--- config.mk ---
export PLATFORM = sky130hd
export DESIGN_NAME = quorem_div
export DESIGN_NICKNAME = d
export VERILOG_FILES = /design/src/rtl/quorem_pkg.sv /design/src/rtl/quorem_prep.sv /design/src/rtl/quorem_iter.sv /design/src/rtl/quorem_fix.sv /design/src/rtl/quorem_div.sv
export SDC_FILE = /design/constraint.sdc
export NUM_CORES = 1
export LEC_CHECK = 0
export BUFFER_PORTS_ARGS = -buffer_cell sky130_fd_sc_hd__buf_2
export CAP_MARGIN = 25
export CORE_UTILIZATION = 45
export DETAILED_ROUTE_END_ITERATION = 10
export PLACE_DENSITY_LB_ADDON = 0.15
export RECOVER_POWER = 100
export SLEW_MARGIN = 20
export SYNTH_ARGS = -nofsm -noshare
export SYNTH_HDL_FRONTEND = slang
export SYNTH_SLANG_ARGS = --single-unit
--- constraint.sdc ---
create_clock -name clk -period 3.8 [get_ports clk]
set_input_delay 0.19 -clock clk [delete_from_list [all_inputs] [get_ports clk]]
set_output_delay 0.19 -clock clk [all_outputs]
set_load 0.02 [all_outputs]
--- src/rtl/quorem_pkg.sv ---
package quorem_pkg;

    // Controller phases: accept, prepare magnitudes, iterate, correct.
    typedef enum logic [1:0] {
        ST_IDLE = 2'd0,
        ST_PREP = 2'd1,
        ST_ITER = 2'd2,
        ST_FIX  = 2'd3
    } qd_state_e;

    // Sign and mode information carried from preparation to correction.
    typedef struct packed {
        logic dvd_neg;
        logic dvs_neg;
        logic floor_m;
        logic zero_dvs;
    } qd_sign_t;

    // Flooring adjustment: only for a non-zero remainder with opposite signs.
    function automatic logic needs_floor_fix(qd_sign_t s, logic rem_nz);
        return s.floor_m & rem_nz & (s.dvd_neg ^ s.dvs_neg) & ~s.zero_dvs;
    endfunction

    // Quotient is negative whenever exactly one operand is negative.
    function automatic logic quot_negative(qd_sign_t s);
        return s.dvd_neg ^ s.dvs_neg;
    endfunction

endpackage

--- src/rtl/quorem_prep.sv ---
module quorem_prep
    import quorem_pkg::*;
#(
    parameter int WIDTH = 16
) (
    input  logic [WIDTH-1:0] dvd_raw,
    input  logic [WIDTH-1:0] dvs_raw,
    input  logic             dvd_is_signed,
    input  logic             dvs_is_signed,
    input  logic             floor_sel,
    output logic [WIDTH-1:0] dvd_mag,
    output logic [WIDTH-1:0] dvs_mag,
    output qd_sign_t         info
);
    localparam int MSB = WIDTH - 1;

    logic dvd_neg_w;
    logic dvs_neg_w;

    // An unsigned operand is never treated as negative.
    assign dvd_neg_w = dvd_is_signed & dvd_raw[MSB];
    assign dvs_neg_w = dvs_is_signed & dvs_raw[MSB];

    assign dvd_mag = dvd_neg_w ? (~dvd_raw + 1'b1) : dvd_raw;
    assign dvs_mag = dvs_neg_w ? (~dvs_raw + 1'b1) : dvs_raw;

    always_comb begin
        info          = '0;
        info.dvd_neg  = dvd_neg_w;
        info.dvs_neg  = dvs_neg_w;
        info.floor_m  = floor_sel;
        info.zero_dvs = (dvs_raw == '0);
    end
endmodule

--- src/rtl/quorem_iter.sv ---
module quorem_iter #(
    parameter int WIDTH = 16
) (
    input  logic             clk,
    input  logic             rst,
    input  logic             load,
    input  logic             step,
    input  logic [WIDTH-1:0] dvd_mag,
    input  logic [WIDTH-1:0] dvs_mag,
    output logic [WIDTH-1:0] q_mag,
    output logic [WIDTH-1:0] r_mag
);
    localparam int MSB = WIDTH - 1;

    logic [WIDTH-1:0] acc_q;
    logic [WIDTH-1:0] acc_r;
    logic [WIDTH:0]   trial;
    logic             borrow;

    // Shift the next dividend bit into the partial remainder and try the subtract.
    assign trial  = {acc_r, acc_q[MSB]} - {1'b0, dvs_mag};
    assign borrow = trial[WIDTH];

    always_ff @(posedge clk) begin
        if (rst) begin
            acc_q <= '0;
            acc_r <= '0;
        end else if (load) begin
            acc_q <= dvd_mag;
            acc_r <= '0;
        end else if (step) begin
            if (!borrow) begin
                acc_r <= trial[WIDTH-1:0];
                acc_q <= {acc_q[MSB-1:0], 1'b1};
            end else begin
                acc_r <= {acc_r[MSB-1:0], acc_q[MSB]};
                acc_q <= {acc_q[MSB-1:0], 1'b0};
            end
        end
    end

    assign q_mag = acc_q;
    assign r_mag = acc_r;
endmodule

--- src/rtl/quorem_fix.sv ---
module quorem_fix
    import quorem_pkg::*;
#(
    parameter int WIDTH = 16
) (
    input  logic [WIDTH-1:0] q_mag,
    input  logic [WIDTH-1:0] r_mag,
    input  qd_sign_t         info,
    input  logic [WIDTH-1:0] dvd_raw,
    input  logic [WIDTH-1:0] dvs_raw,
    output logic [WIDTH-1:0] q_out,
    output logic [WIDTH-1:0] r_out,
    output logic             zero_flag
);
    logic [WIDTH-1:0] q_trunc;
    logic [WIDTH-1:0] r_trunc;
    logic             adjust;

    assign q_trunc = quot_negative(info) ? (~q_mag + 1'b1) : q_mag;
    assign r_trunc = info.dvd_neg ? (~r_mag + 1'b1) : r_mag;
    assign adjust  = needs_floor_fix(info, |r_mag);

    always_comb begin
        if (info.zero_dvs) begin
            q_out = '1;
            r_out = dvd_raw;
        end else if (adjust) begin
            q_out = q_trunc - 1'b1;
            r_out = r_trunc + dvs_raw;
        end else begin
            q_out = q_trunc;
            r_out = r_trunc;
        end
    end

    assign zero_flag = info.zero_dvs;
endmodule

--- src/rtl/quorem_div.sv ---
module quorem_div
    import quorem_pkg::*;
#(
    parameter int WIDTH = 16
) (
    input  logic             clk,
    input  logic             rst,
    input  logic             start,
    input  logic [WIDTH-1:0] dividend,
    input  logic [WIDTH-1:0] divisor,
    input  logic             dividend_signed,
    input  logic             divisor_signed,
    input  logic             floor_mode,
    output logic             busy,
    output logic             done,
    output logic [WIDTH-1:0] quotient,
    output logic [WIDTH-1:0] remainder,
    output logic             div_zero
);
    localparam int              CW        = $clog2(WIDTH + 1);
    localparam logic [CW-1:0]   LAST_STEP = CW'(WIDTH - 1);

    qd_state_e        state;
    logic [CW-1:0]    step_cnt;
    logic [WIDTH-1:0] op_dvd;
    logic [WIDTH-1:0] op_dvs;
    logic             op_dvd_s;
    logic             op_dvs_s;
    logic             op_floor;

    logic [WIDTH-1:0] dvd_mag;
    logic [WIDTH-1:0] dvs_mag;
    qd_sign_t         info;
    logic [WIDTH-1:0] q_mag;
    logic [WIDTH-1:0] r_mag;
    logic [WIDTH-1:0] q_fin;
    logic [WIDTH-1:0] r_fin;
    logic             z_fin;

    quorem_prep #(.WIDTH(WIDTH)) u_prep (
        .dvd_raw       (op_dvd),
        .dvs_raw       (op_dvs),
        .dvd_is_signed (op_dvd_s),
        .dvs_is_signed (op_dvs_s),
        .floor_sel     (op_floor),
        .dvd_mag       (dvd_mag),
        .dvs_mag       (dvs_mag),
        .info          (info)
    );

    quorem_iter #(.WIDTH(WIDTH)) u_iter (
        .clk     (clk),
        .rst     (rst),
        .load    (state == ST_PREP),
        .step    (state == ST_ITER),
        .dvd_mag (dvd_mag),
        .dvs_mag (dvs_mag),
        .q_mag   (q_mag),
        .r_mag   (r_mag)
    );

    quorem_fix #(.WIDTH(WIDTH)) u_fix (
        .q_mag     (q_mag),
        .r_mag     (r_mag),
        .info      (info),
        .dvd_raw   (op_dvd),
        .dvs_raw   (op_dvs),
        .q_out     (q_fin),
        .r_out     (r_fin),
        .zero_flag (z_fin)
    );

    always_ff @(posedge clk) begin
        if (rst) begin
            state     <= ST_IDLE;
            step_cnt  <= '0;
            op_dvd    <= '0;
            op_dvs    <= '0;
            op_dvd_s  <= 1'b0;
            op_dvs_s  <= 1'b0;
            op_floor  <= 1'b0;
            done      <= 1'b0;
            quotient  <= '0;
            remainder <= '0;
            div_zero  <= 1'b0;
        end else begin
            done <= 1'b0;
            unique case (state)
                ST_IDLE: begin
                    if (start) begin
                        op_dvd   <= dividend;
                        op_dvs   <= divisor;
                        op_dvd_s <= dividend_signed;
                        op_dvs_s <= divisor_signed;
                        op_floor <= floor_mode;
                        state    <= ST_PREP;
                    end
                end
                ST_PREP: begin
                    step_cnt <= '0;
                    state    <= ST_ITER;
                end
                ST_ITER: begin
                    step_cnt <= step_cnt + 1'b1;
                    if (step_cnt == LAST_STEP) begin
                        state <= ST_FIX;
                    end
                end
                ST_FIX: begin
                    quotient  <= q_fin;
                    remainder <= r_fin;
                    div_zero  <= z_fin;
                    done      <= 1'b1;
                    state     <= ST_IDLE;
                end
                default: state <= ST_IDLE;
            endcase
        end
    end

    assign busy = (state != ST_IDLE);
endmodule

==> results of run 1 <==
==> what timing repair did <==
action,CTS,global route
resized for setup,0,18
hold buffers,0,0
setup endpoints to repair,0,19
setup buffers,0,0
==> routing by layer <==
layer / part of all wire / vias to the layer above / global-route usage
met5: 0 / - / 0
met4: 0.018 / 0 / 0.07260
met3: 0.058 / 30 / 0.03082
met2: 0.43 / 243 / 0.3892
met1: 0.50 / 3514 / 0.3810
li1: - / 3801 / -
==> cell usage in the layout (no fill, tap or decap), drive strengths merged, types with 4 or more instances in the layout <==
master   instances
nand3b           5
a31oi           11
xnor2           55
nor2b            5
a311oi           6
or2              4
nand2          133
mux2i           16
a2111oi          4
buf             75
o31ai           10
or4              7
or3              9
nor2           117
clkbuf          47
and3            10
o22ai            6
o41ai            4
a21oi          117
nand2b          15
and2             6
dfxtp          108
inv             32
nor4            10
o21ai           56
xor2            36
a211oi          29
a21o             7
ha              46
o211ai          17
nand3           18
nor3            27
nand4            6
==> worst max-delay path, delay by kind of cell (launching register included) <==
family / cells / cell delay [ns]
flip-flops: 1 / 0.40
adder cells (fa/ha/maj): 1 / 0.22
AO/OA/AOI/OAI: 1 / 0.08
buffers and inverters: 2 / 1.16
AND/OR/NAND/NOR: 5 / 1.54
==> cells in the mapped netlist, types with 5 or more instances <==
library cell / n / area [um^2]
a211oi_1: 28 / 210.2
a21o_1: 7 / 52.55
a21oi_1: 117 / 585.6
a311oi_1: 6 / 52.55
a31oi_1: 11 / 68.82
and2_1: 6 / 37.54
and3_1: 10 / 62.56
buf_2: 8 / 40.04
clkbuf_1: 52 / 195.2
dfxtp_1: 108 / 2162
ha_1: 46 / 575.6
inv_1: 28 / 105.1
mux2i_1: 16 / 160.2
nand2_1: 132 / 495.5
nand2b_1: 15 / 93.84
nand3_1: 17 / 85.08
nand3b_1: 5 / 37.54
nand4_1: 6 / 37.54
nor2_1: 117 / 439.2
nor2b_1: 5 / 31.28
nor3_1: 23 / 115.1
nor4_1: 10 / 62.56
o211ai_1: 17 / 127.6
o21ai_0: 52 / 260.3
o22ai_1: 6 / 37.54
o31ai_1: 10 / 75.07
or3_1: 9 / 56.30
or4_1: 6 / 45.04
xnor2_1: 55 / 481.7
xor2_1: 36 / 315.3
==> power by group through the flow <==
| stage | Sequential [mW] | Combinational (mW) | Clock, mW |
|---|---|---|---|
| final | 1.75 | 4.54 | 0.975 |
| after CTS | 1.73 | 4.46 | 0.992 |
| after global routing | 1.79 | 5.04 | 1.04 |
| after global placement | 1.76 | 4.40 | 0 |
| after detailed placement | 1.76 | 4.44 | 0 |
| after floorplan | 1.67 | 3.29 | 0 |
==> final cells by class <==
class / instances / share of cell area
Tap cell: 220 / 0.03141
Inverter: 29 / 0.01242
Timing Repair Buffer: 113 / 0.07082
Clock buffer: 9 / 0.02570
Sequential cell: 108 / 0.2470
Clock inverter: 7 / 0.009138
Multi-Input combinational cell: 833 / 0.6035
==> cell families (layout without fill, tap and decap cells) <==
kind of cell / after synthesis / after routing / synth area share
AND/OR/NAND/NOR: 380 / 380 / 0.2277
flip-flops: 108 / 108 / 0.2793
multiplexers: 19 / 19 / 0.02554
adder cells (fa/ha/maj): 48 / 48 / 0.07952
XOR/XNOR: 91 / 91 / 0.1030
buffers and inverters: 92 / 158 / 0.04687
AO/OA/AOI/OAI: 295 / 295 / 0.2381
==> worst paths after layout <==
kind / start / endpoint / slack [ns] / depth (start not counted)
setup / recovery: op_dvs[1]$_SDFFE_PP0P_ / remainder[15]$_SDFFE_PP0P_ / 0.23 / 9
hold / removal: divisor[0] / op_dvs[0]$_SDFFE_PP0P_ / 0.05 / 3
setup reg to reg: op_dvs[1]$_SDFFE_PP0P_ / remainder[15]$_SDFFE_PP0P_ / 0.23 / 9
hold reg to reg: remainder[7]$_SDFFE_PP0P_ / remainder[7]$_SDFFE_PP0P_ / 0.48 / 2
==> flip-flops by register name, summed over array words and instances, names as in the netlist <==
name          count
u_iter.q_mag     16
done              1
remainder        16
op_floor          1
op_dvs_s          1
state             2
div_zero          1
step_cnt          5
u_iter.r_mag     16
op_dvd           16
op_dvd_s          1
quotient         16
op_dvs           16
==> per-stage QoR <==
| stage | total power [mW] | cell area, um^2 |
|---|---|---|
| 3_3_place_gp | 6.158 | 8423 |
| 5_1_grt | 7.874 | 8763 |
| 3_5_place_dp | 6.191 | 8453 |
| 4_1_cts | 7.181 | 8758 |
| 2_1_floorplan | 4.955 | 7741 |
| 6_report | 7.272 | 8763 |
==> out/metrics.yaml, run 1 <==
grt_pass1_vias: 6852
path_class: "reg -> reg"
synth_area_um2: 7741
status: "complete, but fails checks"
clock_sinks: 108
pin_count: 73
clk_latency_ns: 0.37
power.switching_mw: 3.580
clock_power_share: 0.134
n_antenna_cell: 0
setup_viol: 0
synth_edf_count: 0
finalClockSkew_ns: 0.01252
hold_path_class: "in -> reg"
ys_types: 70
maxSlewHeadroom: -0.004297
startpoint_type: "flip-flop"
root_buffer: "clkbuf_16"
required_ns: 4.02
drt_iter0_markers: 590
drive_gt1_frac: 0.1074
core_area_um2: 16700
period_needed_ns: 3.571
yosys_warnings: 0
max-vdd-ir-drop_v: 0.0003775
setup_tns_ns: 0
p_sw_frac: 0.4924
synthCells: 1033
seqPwrFrac: 0.241
endpoint_kind: "flip-flop"
final_max_slew_viol_count: 30
antenna_found_initial: 0
dp_cells: 1303
die_h_um: 133.2
seq_area_frac_synth: 0.2793
cts_tree: "done"
hold_ws_ns: 0.04979
io_buffers: 72
track_usage: 0.2570
p_int_mw: 3.692
worst_pin_slew_ns: 1.506
synth_fp_nets: 1119
powerDensity_nw_per_um2: 829.8
fin_nets: 1180
final-hold-violation-count: 0
fp.dieW_um: 133.2
ys_ff_latch: 108
async_flop_share: 0
firstDrtPassIters: 7
post_drt_wl_per_cell_um: 16.80
initial_core_util: 0.4635
via_count: 7588
multi_input_area_um2: 5289
design.die.area_um2: 17730
synth_ff_type: "dfxtp_1"
grt_pass1_wl_mm: 36.09
htreeDepth: 3
seq_area_um2: 2165
drc: 0
setup_slack_ns: 0.2288
rows: 47
cp_cell_sequence: "inv_1 -> ha_1 -> and3b_1 -> nand2_1 -> or3_1 -> buf_1 -> nand2_1 -> nor4_1 -> a2111oi_2"
p_comb_frac: 0.625
slowest_stage: "buf_1"
cap_violations: 1
worstPathArrival_ns: 3.79
syn_area_per_cell_um2: 7.494
crit_path_max_fanout: 29
violations: "capacitance limit, slew limit"
final_util: 0.5247
fillers: 1688
crit_top_cell: "nand2_1"
stdcell_count: 1319
path_clk_slew_ns: 0.09
clockBufferDepth: 2
ant_nets: 0
area_growth_pct: 13.21
fin_crit_sh: 0.9398
wl_mm: 22.15
dp_slack_ns: 0.1447
leakage_nw: 3.361
grt_max_degree: 71
place_congestion: 0.9268
timing.fmax_ghz: 0.2800
post-dp-hpwl_mm: 16.63
cpPeakStageDelay_ns: 1.09
viasPerCell: 5.753
cts_buffers: 9
grt_overflow: 0
Note: power is estimated with default switching activity, not from simulation.
==> run 2: changes to the inputs <==
Settings changed: CORE_UTILIZATION 45 to 30.
==> run 2 against run 1 <==
Compared with the run above:
- the run now ends clean
- clock power up 7%
- sequential share of layout area decreased by 0.92 points
- wire length increased by 13%
- clock-buffer cell count increased by 2
- worst setup slack improved by 0.022 ns
- largest cell class unchanged
- largest power group unchanged
- highest routed layer unchanged
==> out/metrics.yaml, run 2 (synthesized netlist as in run 1, its figures left out) <==
viasPerCell: 5.199  # was 5.753
clockBufferDepth: 2  # unchanged
cp_top_family: "compound AO/OA/AOI/OAI gates"  # was simple AND/OR/NAND/NOR gates
power_mw: 7.581  # was 7.272 mW
fp.dieW_um: 162.6  # was 133.2 um
stdcell_area_um2: 9090  # was 8763 um^2
design.die.area_um2: 26450  # was 17730 um^2
antenna_found_initial: 0  # unchanged
n_antenna_cell: 0  # unchanged
area_growth_pct: 17.42  # was 13.21%
startpoint_type: "flip-flop"  # unchanged
layout_commonest_cell: "nand2_1"  # unchanged
fin_nets: 1212  # was 1180
crit_path_max_fanout: 6  # was 29
drive_gt1_frac: 0.1247  # was 0.1074
max-vdd-ir-drop_v: 0.0002580  # was 0.0003775 V
status: "finished clean"  # was complete, but fails checks
worst_pin_slew_ns: 1.270  # was 1.506 ns
whs_endpoint: "op_dvd[5]$_SDFFE_PP0P_"  # was op_dvs[0]$_SDFFE_PP0P_
seqPwrFrac: 0.228  # was 0.241
p_comb_frac: 0.636  # was 0.625
grt_overflow: 0  # unchanged
path_clk_slew_ns: 0.08  # was 0.09 ns
rr_worst_depth: 11  # was 9
drc: 0  # unchanged
track_usage: 0.1918  # was 0.2570
hold_buffers: 0  # unchanged
slowest_stage: "or4_1"  # was buf_1
power.switching_mw: 3.631  # was 3.580 mW
maxSlewHeadroom: 0.1471  # was -0.004297
most-common-layout-cells: "133 x nand2_1, 117 x a21oi_1, 117 x nor2_1"  # was 133 x nand2_1, 117 x a21oi_1, 116 x nor2_1
firstDrtPassIters: 7  # unchanged
htreeDepth: 3  # unchanged
setup_slack_ns: 0.2508  # was 0.2288 ns
setup_tns_ns: 0  # unchanged
timing.fmax_ghz: 0.2818  # was 0.2800 GHz
place_area_um2: 8841  # was 8453 um^2
grt_pass1_vias: 6958  # was 6852
period_needed_ns: 3.549  # was 3.571 ns
clock_power_share: 0.137  # was 0.134
setup_viol: 0  # unchanged
postCtsResizedCells: 0  # unchanged
required_ns: 4.06  # was 4.02 ns
via_count: 7596  # was 7588
cp_cell_sequence: "or4_1 -> or2_2 -> o21ai_0 -> xnor2_1 -> ha_1 -> nor2b_1 -> a41oi_2 -> a31oi_2 -> a2111oi_4 -> nor4_1 -> a2111oi_2"  # was inv_1 -> ha_1 -> and3b_1 -> nand2_1 -> or3_1 -> buf_1 -> nand2_1 -> nor4_1 -> a2111oi_2
grt_max_degree: 93  # was 71
post_drt_wl_per_cell_um: 17.08  # was 16.80 um
p_sw_frac: 0.4790  # was 0.4924
post-dp-hpwl_mm: 19.39  # was 16.63 mm
r2r_setup_slack_ns: 0.25  # was 0.23 ns
hold_path_class: "in -> reg"  # unchanged
final_max_slew_viol_count: 0  # was 30
grt_pass1_wl_mm: 39.68  # was 36.09 mm
ant_nets: 0  # unchanged
cts_buffers: 9  # unchanged
path_class: "reg -> reg"  # unchanged
cap_violations: 0  # was 1
hp-start: "dividend[5]"  # was divisor[0]
die_h_um: 162.6  # was 133.2 um
powerDensity_nw_per_um2: 834.0  # was 829.8 nW/um^2
dp_slack_ns: 0.1995  # was 0.1447 ns
finalClockSkew_ns: 0.009245  # was 0.01252 ns
place_congestion: 0.8463  # was 0.9268
reg2reg_from: "u_iter.r_mag[1]$_SDFFE_PP0P_"  # was op_dvs[1]$_SDFFE_PP0P_
critical_path_buf_inv_count: 0  # was 2
initial_core_util: 0.3065  # was 0.4635
cts_tree: "done"  # unchanged
final-hold-violation-count: 0  # unchanged
endpoint_kind: "flip-flop"  # unchanged
hold_ws_ns: 0.05482  # was 0.04979 ns
wl_mm: 24.95  # was 22.15 mm
root_buffer: "clkbuf_16"  # unchanged
post_cts_buffers: 0  # unchanged
core_area_um2: 25250  # was 16700 um^2
drt_iter0_markers: 446  # was 590
worstPathArrival_ns: 3.81  # was 3.79 ns
pin_count: 73  # unchanged
leakage_nw: 3.504  # was 3.361 nW
clock_sinks: 108  # unchanged
io_buffers: 72  # unchanged
fin_crit_sh: 0.9340  # was 0.9398
clk_latency_ns: 0.36  # was 0.37 ns
whs_path_depth: 3  # unchanged
rsz0062_at_grt: "no"
rows: 58  # was 47
reg2reg_to: "remainder[15]$_SDFFE_PP0P_"  # unchanged
p_int_mw: 3.950  # was 3.692 mW
cpPeakStageDelay_ns: 0.59  # was 1.09 ns
==> run 2: power by group through the flow <==
stage	registers (mW)	logic (mW)	clock network [mW]
2_1_floorplan	1.67	3.29	0
3_3_place_gp	1.75	4.86	0
3_5_place_dp	1.74	4.88	0
4_1_cts	1.72	4.90	1.07
5_1_grt	1.77	5.34	1.11
6_report	1.73	4.82	1.04
==> run 2: per-layer routing <==
| layer | up-vias | part of all wire | global-route usage |
|---|---|---|---|
| li1 | 3864 | - | - |
| met1 | 3557 | 0.53 | 0.2923 |
| met2 | 163 | 0.42 | 0.2855 |
| met3 | 12 | 0.045 | 0.02368 |
| met4 | 0 | 0.0084 | 0.03738 |
| met5 | - | 0 | 0 |
==> run 2: per-stage QoR <==
stage               utilization  instances
finish                   0.3599       1461
global route             0.3599       1461
CTS                      0.3628       1461
detailed placement       0.3501       1445
global placement         0.3490       1444
floorplan                     -       1033
==> run 2: worst register-to-register path, cell delays in order, from the launching register on <==
cell and delay [ns]:
dfxtp_1 0.37, or4_1 0.59, or2_2 0.34, o21ai_0 0.20
xnor2_1 0.20, ha_1 0.36, nor2b_1 0.18, a41oi_2 0.25
a31oi_2 0.21, a2111oi_4 0.37, nor4_1 0.10, a2111oi_2 0.27
==> run 2: worst max-delay path by stage <==
stage / start / end / slack (ns) / depth (start not counted)
6_report: u_iter.r_mag[1]$_SDFFE_PP0P_ / remainder[15]$_SDFFE_PP0P_ / 0.25 / 11
5_1_grt: op_dvs[6]$_SDFFE_PP0P_ / u_iter.r_mag[9]$_SDFFE_PP0P_ / 0.03 / 15
4_1_cts: u_iter.r_mag[1]$_SDFFE_PP0P_ / remainder[15]$_SDFFE_PP0P_ / 0.16 / 11
3_5_place_dp: u_iter.r_mag[1]$_SDFFE_PP0P_ / remainder[15]$_SDFFE_PP0P_ / 0.20 / 11
3_3_place_gp: u_iter.r_mag[1]$_SDFFE_PP0P_ / remainder[15]$_SDFFE_PP0P_ / 0.26 / 11
2_1_floorplan: op_dvs[6]$_SDFFE_PP0P_ / u_iter.r_mag[11]$_SDFFE_PP0P_ / 0.34 / 14
==> run 2: final cells by class <==
type	count	area, um^2
inverter	29	108.9
timing repair buffer	145	834.6
clock buffer	11	252.7
sequential	108	2162
fill	2789	16160
clock inverter	5	67.56
tap	330	412.9
multi-input combinational	833	5251
